`src/rtl/kwd_pkg.sv`:
```
package kwd_pkg;
  localparam int KEY_W = 16;

  localparam logic [KEY_W-1:0] KEY_START  = 16'hCCCC;
  localparam logic [KEY_W-1:0] KEY_REFRESH = 16'hAAAA;
  localparam logic [KEY_W-1:0] KEY_UNLOCK = 16'h5555;

  localparam logic [4:0] OFF_KEY    = 5'h00;
  localparam logic [4:0] OFF_PRESC  = 5'h04;
  localparam logic [4:0] OFF_RELOAD = 5'h08;
  localparam logic [4:0] OFF_STATUS = 5'h0C;

  typedef struct packed {
    logic start;
    logic refresh;
    logic unlock;
  } key_cmd_t;
endpackage

```
`src/rtl/kwd_sync_field.sv`:
```
module kwd_sync_field #(
  parameter int W          = 12,
  parameter logic [W-1:0] RESET_VAL = '0,
  parameter int SYNC_TICKS = 3
) (
  input  logic         clk,
  input  logic         rst_n,
  input  logic         tick,
  input  logic         load,
  input  logic [W-1:0] din,
  output logic [W-1:0] shadow,
  output logic [W-1:0] active,
  output logic         busy
);
  localparam int SW = $clog2(SYNC_TICKS + 1);
  localparam logic [SW-1:0] SYNC_INIT = SW'(SYNC_TICKS);

  logic [SW-1:0] left_q;

  always_ff @(posedge clk or negedge rst_n) begin
    if (!rst_n) begin
      shadow <= RESET_VAL;
      active <= RESET_VAL;
      busy   <= 1'b0;
      left_q <= '0;
    end else if (load) begin
      shadow <= din;
      busy   <= 1'b1;
      left_q <= SYNC_INIT;
    end else if (busy && tick) begin
      if (left_q == SW'(1)) begin
        active <= shadow;
        busy   <= 1'b0;
        left_q <= '0;
      end else begin
        left_q <= left_q - 1'b1;
      end
    end
  end
endmodule

```
`src/rtl/kwd_regfile.sv`:
```
module kwd_regfile
  import kwd_pkg::*;
#(
  parameter int DATA_W     = 32,
  parameter int ADDR_W     = 5,
  parameter int PRE_W      = 3,
  parameter int RELOAD_W   = 12,
  parameter int SYNC_TICKS = 3
) (
  input  logic                clk,
  input  logic                rst_n,
  input  logic                tick,
  input  logic                wr_en,
  input  logic [ADDR_W-1:0]   addr,
  input  logic [DATA_W-1:0]   wr_data,
  output logic [DATA_W-1:0]   rd_data,
  output logic                started,
  output logic                refresh,
  output logic                unlocked,
  output logic [PRE_W-1:0]    pre_shadow,
  output logic [PRE_W-1:0]    pre_active,
  output logic [RELOAD_W-1:0] rel_active,
  output logic                pre_busy,
  output logic                rel_busy
);
  localparam logic [RELOAD_W-1:0] RELOAD_MAX = '1;

  logic [RELOAD_W-1:0] rel_shadow;
  logic                key_wr, pre_load, rel_load;
  key_cmd_t            cmd;

  logic unused_hi;
  assign unused_hi = ^wr_data[DATA_W-1:KEY_W];

  assign key_wr      = wr_en && (addr == ADDR_W'(OFF_KEY));
  assign cmd.start   = key_wr && (wr_data[KEY_W-1:0] == KEY_START);
  assign cmd.refresh = key_wr && (wr_data[KEY_W-1:0] == KEY_REFRESH);
  assign cmd.unlock  = key_wr && (wr_data[KEY_W-1:0] == KEY_UNLOCK);
  assign refresh     = cmd.refresh;
  assign pre_load    = wr_en && unlocked && (addr == ADDR_W'(OFF_PRESC));
  assign rel_load    = wr_en && unlocked && (addr == ADDR_W'(OFF_RELOAD));

  always_ff @(posedge clk or negedge rst_n) begin
    if (!rst_n) begin
      started  <= 1'b0;
      unlocked <= 1'b0;
    end else begin
      if (cmd.start) started <= 1'b1;
      if (key_wr) unlocked <= cmd.unlock;
    end
  end

  kwd_sync_field #(.W(PRE_W), .RESET_VAL('0), .SYNC_TICKS(SYNC_TICKS)) u_pre_sync (
    .clk(clk), .rst_n(rst_n), .tick(tick), .load(pre_load),
    .din(wr_data[PRE_W-1:0]), .shadow(pre_shadow), .active(pre_active), .busy(pre_busy)
  );

  kwd_sync_field #(.W(RELOAD_W), .RESET_VAL(RELOAD_MAX), .SYNC_TICKS(SYNC_TICKS)) u_rel_sync (
    .clk(clk), .rst_n(rst_n), .tick(tick), .load(rel_load),
    .din(wr_data[RELOAD_W-1:0]), .shadow(rel_shadow), .active(rel_active), .busy(rel_busy)
  );

  always_comb begin
    rd_data = '0;
    if (addr == ADDR_W'(OFF_PRESC))       rd_data = DATA_W'(pre_shadow);
    else if (addr == ADDR_W'(OFF_RELOAD)) rd_data = DATA_W'(rel_shadow);
    else if (addr == ADDR_W'(OFF_STATUS)) rd_data = DATA_W'({rel_busy, pre_busy});
  end
endmodule

```
`src/rtl/kwd_prescaler.sv`:
```
module kwd_prescaler #(
  parameter int PRE_W    = 3,
  parameter int LOG_BASE = 2,
  parameter int LOG_MAX  = 8
) (
  input  logic             clk,
  input  logic             rst_n,
  input  logic             tick,
  input  logic             run,
  input  logic             restart,
  input  logic [PRE_W-1:0] code,
  output logic             step
);
  localparam int CNT_W = LOG_MAX;
  localparam int LOG_W = $clog2(LOG_MAX + 1) + 1;

  logic [CNT_W-1:0] phase_q, last;
  logic [LOG_W-1:0] div_log;
  logic [CNT_W:0]   span;

  always_comb begin
    if (LOG_W'(code) + LOG_W'(LOG_BASE) > LOG_W'(LOG_MAX)) div_log = LOG_W'(LOG_MAX);
    else div_log = LOG_W'(code) + LOG_W'(LOG_BASE);
    span = (CNT_W+1)'(1) << div_log;
    last = CNT_W'(span - 1'b1);
  end

  assign step = run && tick && !restart && (phase_q == last);

  always_ff @(posedge clk or negedge rst_n) begin
    if (!rst_n) phase_q <= '0;
    else if (!run || restart) phase_q <= '0;
    else if (tick) phase_q <= (phase_q == last) ? '0 : phase_q + 1'b1;
  end
endmodule

```
`src/rtl/kwd_counter.sv`:
```
module kwd_counter #(
  parameter int RELOAD_W = 12
) (
  input  logic                clk,
  input  logic                rst_n,
  input  logic                tick,
  input  logic                step,
  input  logic                refresh,
  input  logic [RELOAD_W-1:0] reload_val,
  output logic [RELOAD_W-1:0] count,
  output logic                expired,
  output logic                reset_req
);
  localparam logic [RELOAD_W-1:0] RELOAD_MAX = '1;

  logic [RELOAD_W-1:0] next_cnt;
  logic                hit;

  assign next_cnt = (count == '0) ? '0 : count - 1'b1;
  assign hit      = !expired && !refresh && step && (next_cnt == '0);

  always_ff @(posedge clk or negedge rst_n) begin
    if (!rst_n) begin
      count     <= RELOAD_MAX;
      expired   <= 1'b0;
      reset_req <= 1'b0;
    end else begin
      if (!expired) begin
        if (refresh) count <= reload_val;
        else if (step) count <= next_cnt;
      end
      if (hit) expired <= 1'b1;
      if (hit) reset_req <= 1'b1;
      else if (tick) reset_req <= 1'b0;
    end
  end
endmodule

```
`src/rtl/keyed_watchdog.sv`:
```
module keyed_watchdog #(
  parameter int DATA_W     = 32,
  parameter int ADDR_W     = 5,
  parameter int PRE_W      = 3,
  parameter int RELOAD_W   = 12,
  parameter int SYNC_TICKS = 3
) (
  input  logic              clk,
  input  logic              rst_n,
  input  logic              slow_tick,
  input  logic              wr_en,
  input  logic [ADDR_W-1:0] addr,
  input  logic [DATA_W-1:0] wr_data,
  output logic [DATA_W-1:0] rd_data,
  output logic              reset_req
);
  logic                started, refresh, unlocked, pre_busy, rel_busy, step, expired;
  logic [PRE_W-1:0]    pre_shadow, pre_active;
  logic [RELOAD_W-1:0] rel_active, count;

  kwd_regfile #(
    .DATA_W(DATA_W), .ADDR_W(ADDR_W), .PRE_W(PRE_W),
    .RELOAD_W(RELOAD_W), .SYNC_TICKS(SYNC_TICKS)
  ) u_regs (
    .clk(clk), .rst_n(rst_n), .tick(slow_tick), .wr_en(wr_en), .addr(addr),
    .wr_data(wr_data), .rd_data(rd_data), .started(started), .refresh(refresh),
    .unlocked(unlocked), .pre_shadow(pre_shadow), .pre_active(pre_active),
    .rel_active(rel_active), .pre_busy(pre_busy), .rel_busy(rel_busy)
  );

  kwd_prescaler #(.PRE_W(PRE_W)) u_presc (
    .clk(clk), .rst_n(rst_n), .tick(slow_tick), .run(started),
    .restart(refresh), .code(pre_active), .step(step)
  );

  kwd_counter #(.RELOAD_W(RELOAD_W)) u_cnt (
    .clk(clk), .rst_n(rst_n), .tick(slow_tick), .step(step), .refresh(refresh),
    .reload_val(rel_active), .count(count), .expired(expired), .reset_req(reset_req)
  );
endmodule

```
`config.mk`:
```
export PLATFORM = sky130hd
export DESIGN_NAME = keyed_watchdog
export DESIGN_NICKNAME = d
export VERILOG_FILES = /design/src/rtl/kwd_pkg.sv /design/src/rtl/kwd_sync_field.sv /design/src/rtl/kwd_regfile.sv /design/src/rtl/kwd_prescaler.sv /design/src/rtl/kwd_counter.sv /design/src/rtl/keyed_watchdog.sv
export SDC_FILE = /design/constraint.sdc
export NUM_CORES = 1
export LEC_CHECK = 0
export BUFFER_PORTS_ARGS = -buffer_cell sky130_fd_sc_hd__buf_2
export CORE_ASPECT_RATIO = 0.6
export CORE_MARGIN = 8
export CORE_UTILIZATION = 56
export DETAILED_ROUTE_END_ITERATION = 12
export PLACE_DENSITY = 0.81
export SYNTH_ARGS = -nofsm -noshare
export SYNTH_HDL_FRONTEND = slang
export SYNTH_SLANG_ARGS = --single-unit
```
`constraint.sdc`:
```
create_clock -name clk -period 3.45 [get_ports clk]
set_input_delay 0.69 -clock clk [delete_from_list [all_inputs] [get_ports clk]]
set_output_delay 0.69 -clock clk [all_outputs]
set_load 0.005 [all_outputs]
```
==> metrics.yaml <==
fillers: 544
h-tree-depth: 3
die_w_um: 122.2
period_minus_slack_ps: 3275
dp_cells: 479
postCtsSetupRepairBufs: 0
critical_path_arrival_ps: 3530
drive_gt1_share_pct: 36.52
root_buffer: "clkbuf_16"
fmax_ghz: 0.3054
fin_cells: 495
design_power_total_uw: 1667
portBuffers: 37
clockBufferDepth: 2
tritoncts: "yes"
grt_max_degree: 34
skew_ps: 8.166
endpoint_kind: "flop"
path_max_fanout: 7
crit_required_ps: 3710
cts_resized: 0
path_class: "flop to flop"
rows: 23
synth.avg_cell_area_um2: 10.44
synth.cell_area_um2: 3791
io_pins: 74
vias_per_cell: 6.063
antenna_found_initial: 0
min_path_type: "input pin to async pin"
drv_slew: 0
synth-edff-count: 0
path_clk_slew_ps: 60
grt_pass1_wl_um: 14720
postCtsHoldBufs: 0
finalWeightedCongestion: 0.9564
wl_per_cell_um: 18.13
vias: 3001
p_per_area_nw_per_um2: 391.7
setup_viol: 0
drc: 0
dieArea_um2: 9745
synth-main-ff-cell: "dfstp_2"
worstRegToRegCells: 11
cp-start-kind: "flop"
regArea_um2: 1546
status: "completed"
cts.sink_count: 60
clock_latency_ps: 330
relSlewSlack_pct: 58.03
dr.pass1.iters: 5
synth_cells: 363
area_growth_syn_to_layout_pct: 12.28
synth-seq-area-share_pct: 40.79
final_nets: 454
worst_slew_pin_slew_ps: 629.6
finalSetupTns_ps: 0
core-area_um2: 6619
drtAntennaViolNets: 0
die_y_um: 79.74
grt_remaining_overflow: 0
dpl.hpwl_um: 6658
async_flop_share_pct: 100.0
hold_viol_final: 0
p_leak_uw: 0.001910
multiInputGateArea_um2: 2033
ys_types: 72
wirelength_um: 8975
finalCritPeriodShare_pct: 94.92
diodes: 0
track_usage_pct: 19.12
rsz0062_at_grt: "false"
ir_drop_mv: 0.2815
cts_buffers: 9
grt_pass1_vias: 2936
max-cap-violations: 0
drt-initial-drc-count: 227
initial_core_util_pct: 57.28
synth-seq-cells: 60
synth_warnings: 0
-- power by group --
part | internal, uW | switching, uW | total, uW | leakage, uW
Clock | 495 | 343 | 838 | 0.000137
Combinational | 36.4 | 59.3 | 95.7 | 0.00107
Sequential | 722 | 11.8 | 734 | 0.000698
Total | 1250 | 414 | 1670 | 0.00191
-- metrics by stage --
stage / area (um^2) / utilization [%] / setup WS, ps / hold slack (ps)
floorplan: 3862 / - / 393.4 / 394.4
global placement: 3975 / 60.06 / 304.2 / 469.5
detailed placement: 3975 / 60.06 / 230.8 / 479.3
CTS: 4257 / 64.31 / 214.1 / 394.1
global route: 4257 / 64.31 / 10.66 / 418.6
finish: 4257 / 64.31 / 175.1 / 371.3
-- kinds of logic after synthesis --
| group | synth area share (%) |
|---|---|
| buffers and inverters | 7.459 |
| flip-flops | 40.79 |
| XOR/XNOR | 2.772 |
| multiplexers | 10.26 |
| adder cells (fa/ha/maj) | 3.300 |
| AO/OA/AOI/OAI | 14.72 |
| AND/OR/NAND/NOR | 20.59 |
| other | 0.09891 |
-- worst paths after layout --
kind	startpoint	end	slack, ps
setup reg to reg	u_regs.u_pre_sync.active[1]$_DFFE_PN0P_	u_cnt.count[7]$_DFFE_PN1P_	180
max in group asynchronous	rst_n	u_regs.u_rel_sync.active[6]$_DFFE_PN1P_	2180
hold / removal	rst_n	u_presc.phase_q[2]$_DFFE_PN0P_	370
min in group clk	u_regs.u_pre_sync.left_q[1]$_DFFE_PN0P_	u_regs.u_pre_sync.left_q[1]$_DFFE_PN0P_	490
hold reg to reg	u_regs.u_pre_sync.left_q[1]$_DFFE_PN0P_	u_regs.u_pre_sync.left_q[1]$_DFFE_PN0P_	490
setup / recovery	u_regs.u_pre_sync.active[1]$_DFFE_PN0P_	u_cnt.count[7]$_DFFE_PN1P_	180
-- critical path: stages (launching register included) --
cell and delay (ps):
dfrtp_1 420, inv_1 70, ha_1 380, or4_1 520, ha_1 300, xor2_1 160
nand4_1 120, a211oi_2 280, o21ai_2 170, nor3_2 440, a31oi_1 150, o22a_1 190
-- placed cells by master, fill, tap and decap left out, types with 12 or more instances in the layout --
master	instances
nand2_1	24
conb_1	20
dfstp_2	36
nor3_1	14
and3_1	14
mux2_2	31
buf_2	37
nand3_1	12
dfrtp_1	24
inv_1	13
-- synthesized netlist by cell type, drive strengths merged (6+ instances only) --
library cell	instances	area share (%)
nor3b	6	1.2
nor4bb	8	2.1
nand2	24	2.4
buf	25	4.8
nor3	15	2.1
xnor2	6	1.4
and3	15	2.6
dfrtp	24	16
nand3	15	2.6
xor2	6	1.4
clkbuf	9	1.4
inv	13	1.3
ha	10	3.3
a21oi	9	1.5
nor2	11	1.1
dfstp	36	25
o21ai	13	1.9
mux2	31	9.2
-- sequential cells by signal, summed over array words and instances (netlist names) --
signal	count
u_cnt.expired	1
u_regs.started	1
u_regs.u_rel_sync.busy	1
u_regs.u_rel_sync.shadow	12
u_presc.phase_q	8
u_regs.u_pre_sync.left_q	2
u_cnt.reset_req	1
u_regs.u_pre_sync.shadow	3
u_regs.u_rel_sync.left_q	2
u_regs.u_pre_sync.busy	1
u_regs.u_rel_sync.active	12
u_cnt.count	12
u_regs.unlocked	1
u_regs.u_pre_sync.active	3
-- cell type report --
| cell class | instances | area share [%] |
|---|---|---|
| Timing Repair Buffer | 44 | 5.585 |
| Tap cell | 87 | 2.557 |
| Sequential cell | 60 | 36.33 |
| Clock inverter | 7 | 1.323 |
| Clock buffer | 9 | 5.291 |
| Multi-Input combinational cell | 275 | 47.77 |
| Inverter | 13 | 1.146 |
-- per-layer routing --
| layer | up-vias | global-route usage, % | wire length, um | share of wire (%) |
|---|---|---|---|---|
| met4 | 0 | 7.255 | 165 | 1.8 |
| li1 | 1390 | - | - | - |
| met1 | 1454 | 27.64 | 4328 | 48 |
| met5 | - | 0 | 0 | 0 |
| met2 | 139 | 25.75 | 3683 | 41 |
| met3 | 18 | 6.003 | 797 | 8.9 |
(Power assumes the default switching activity.)
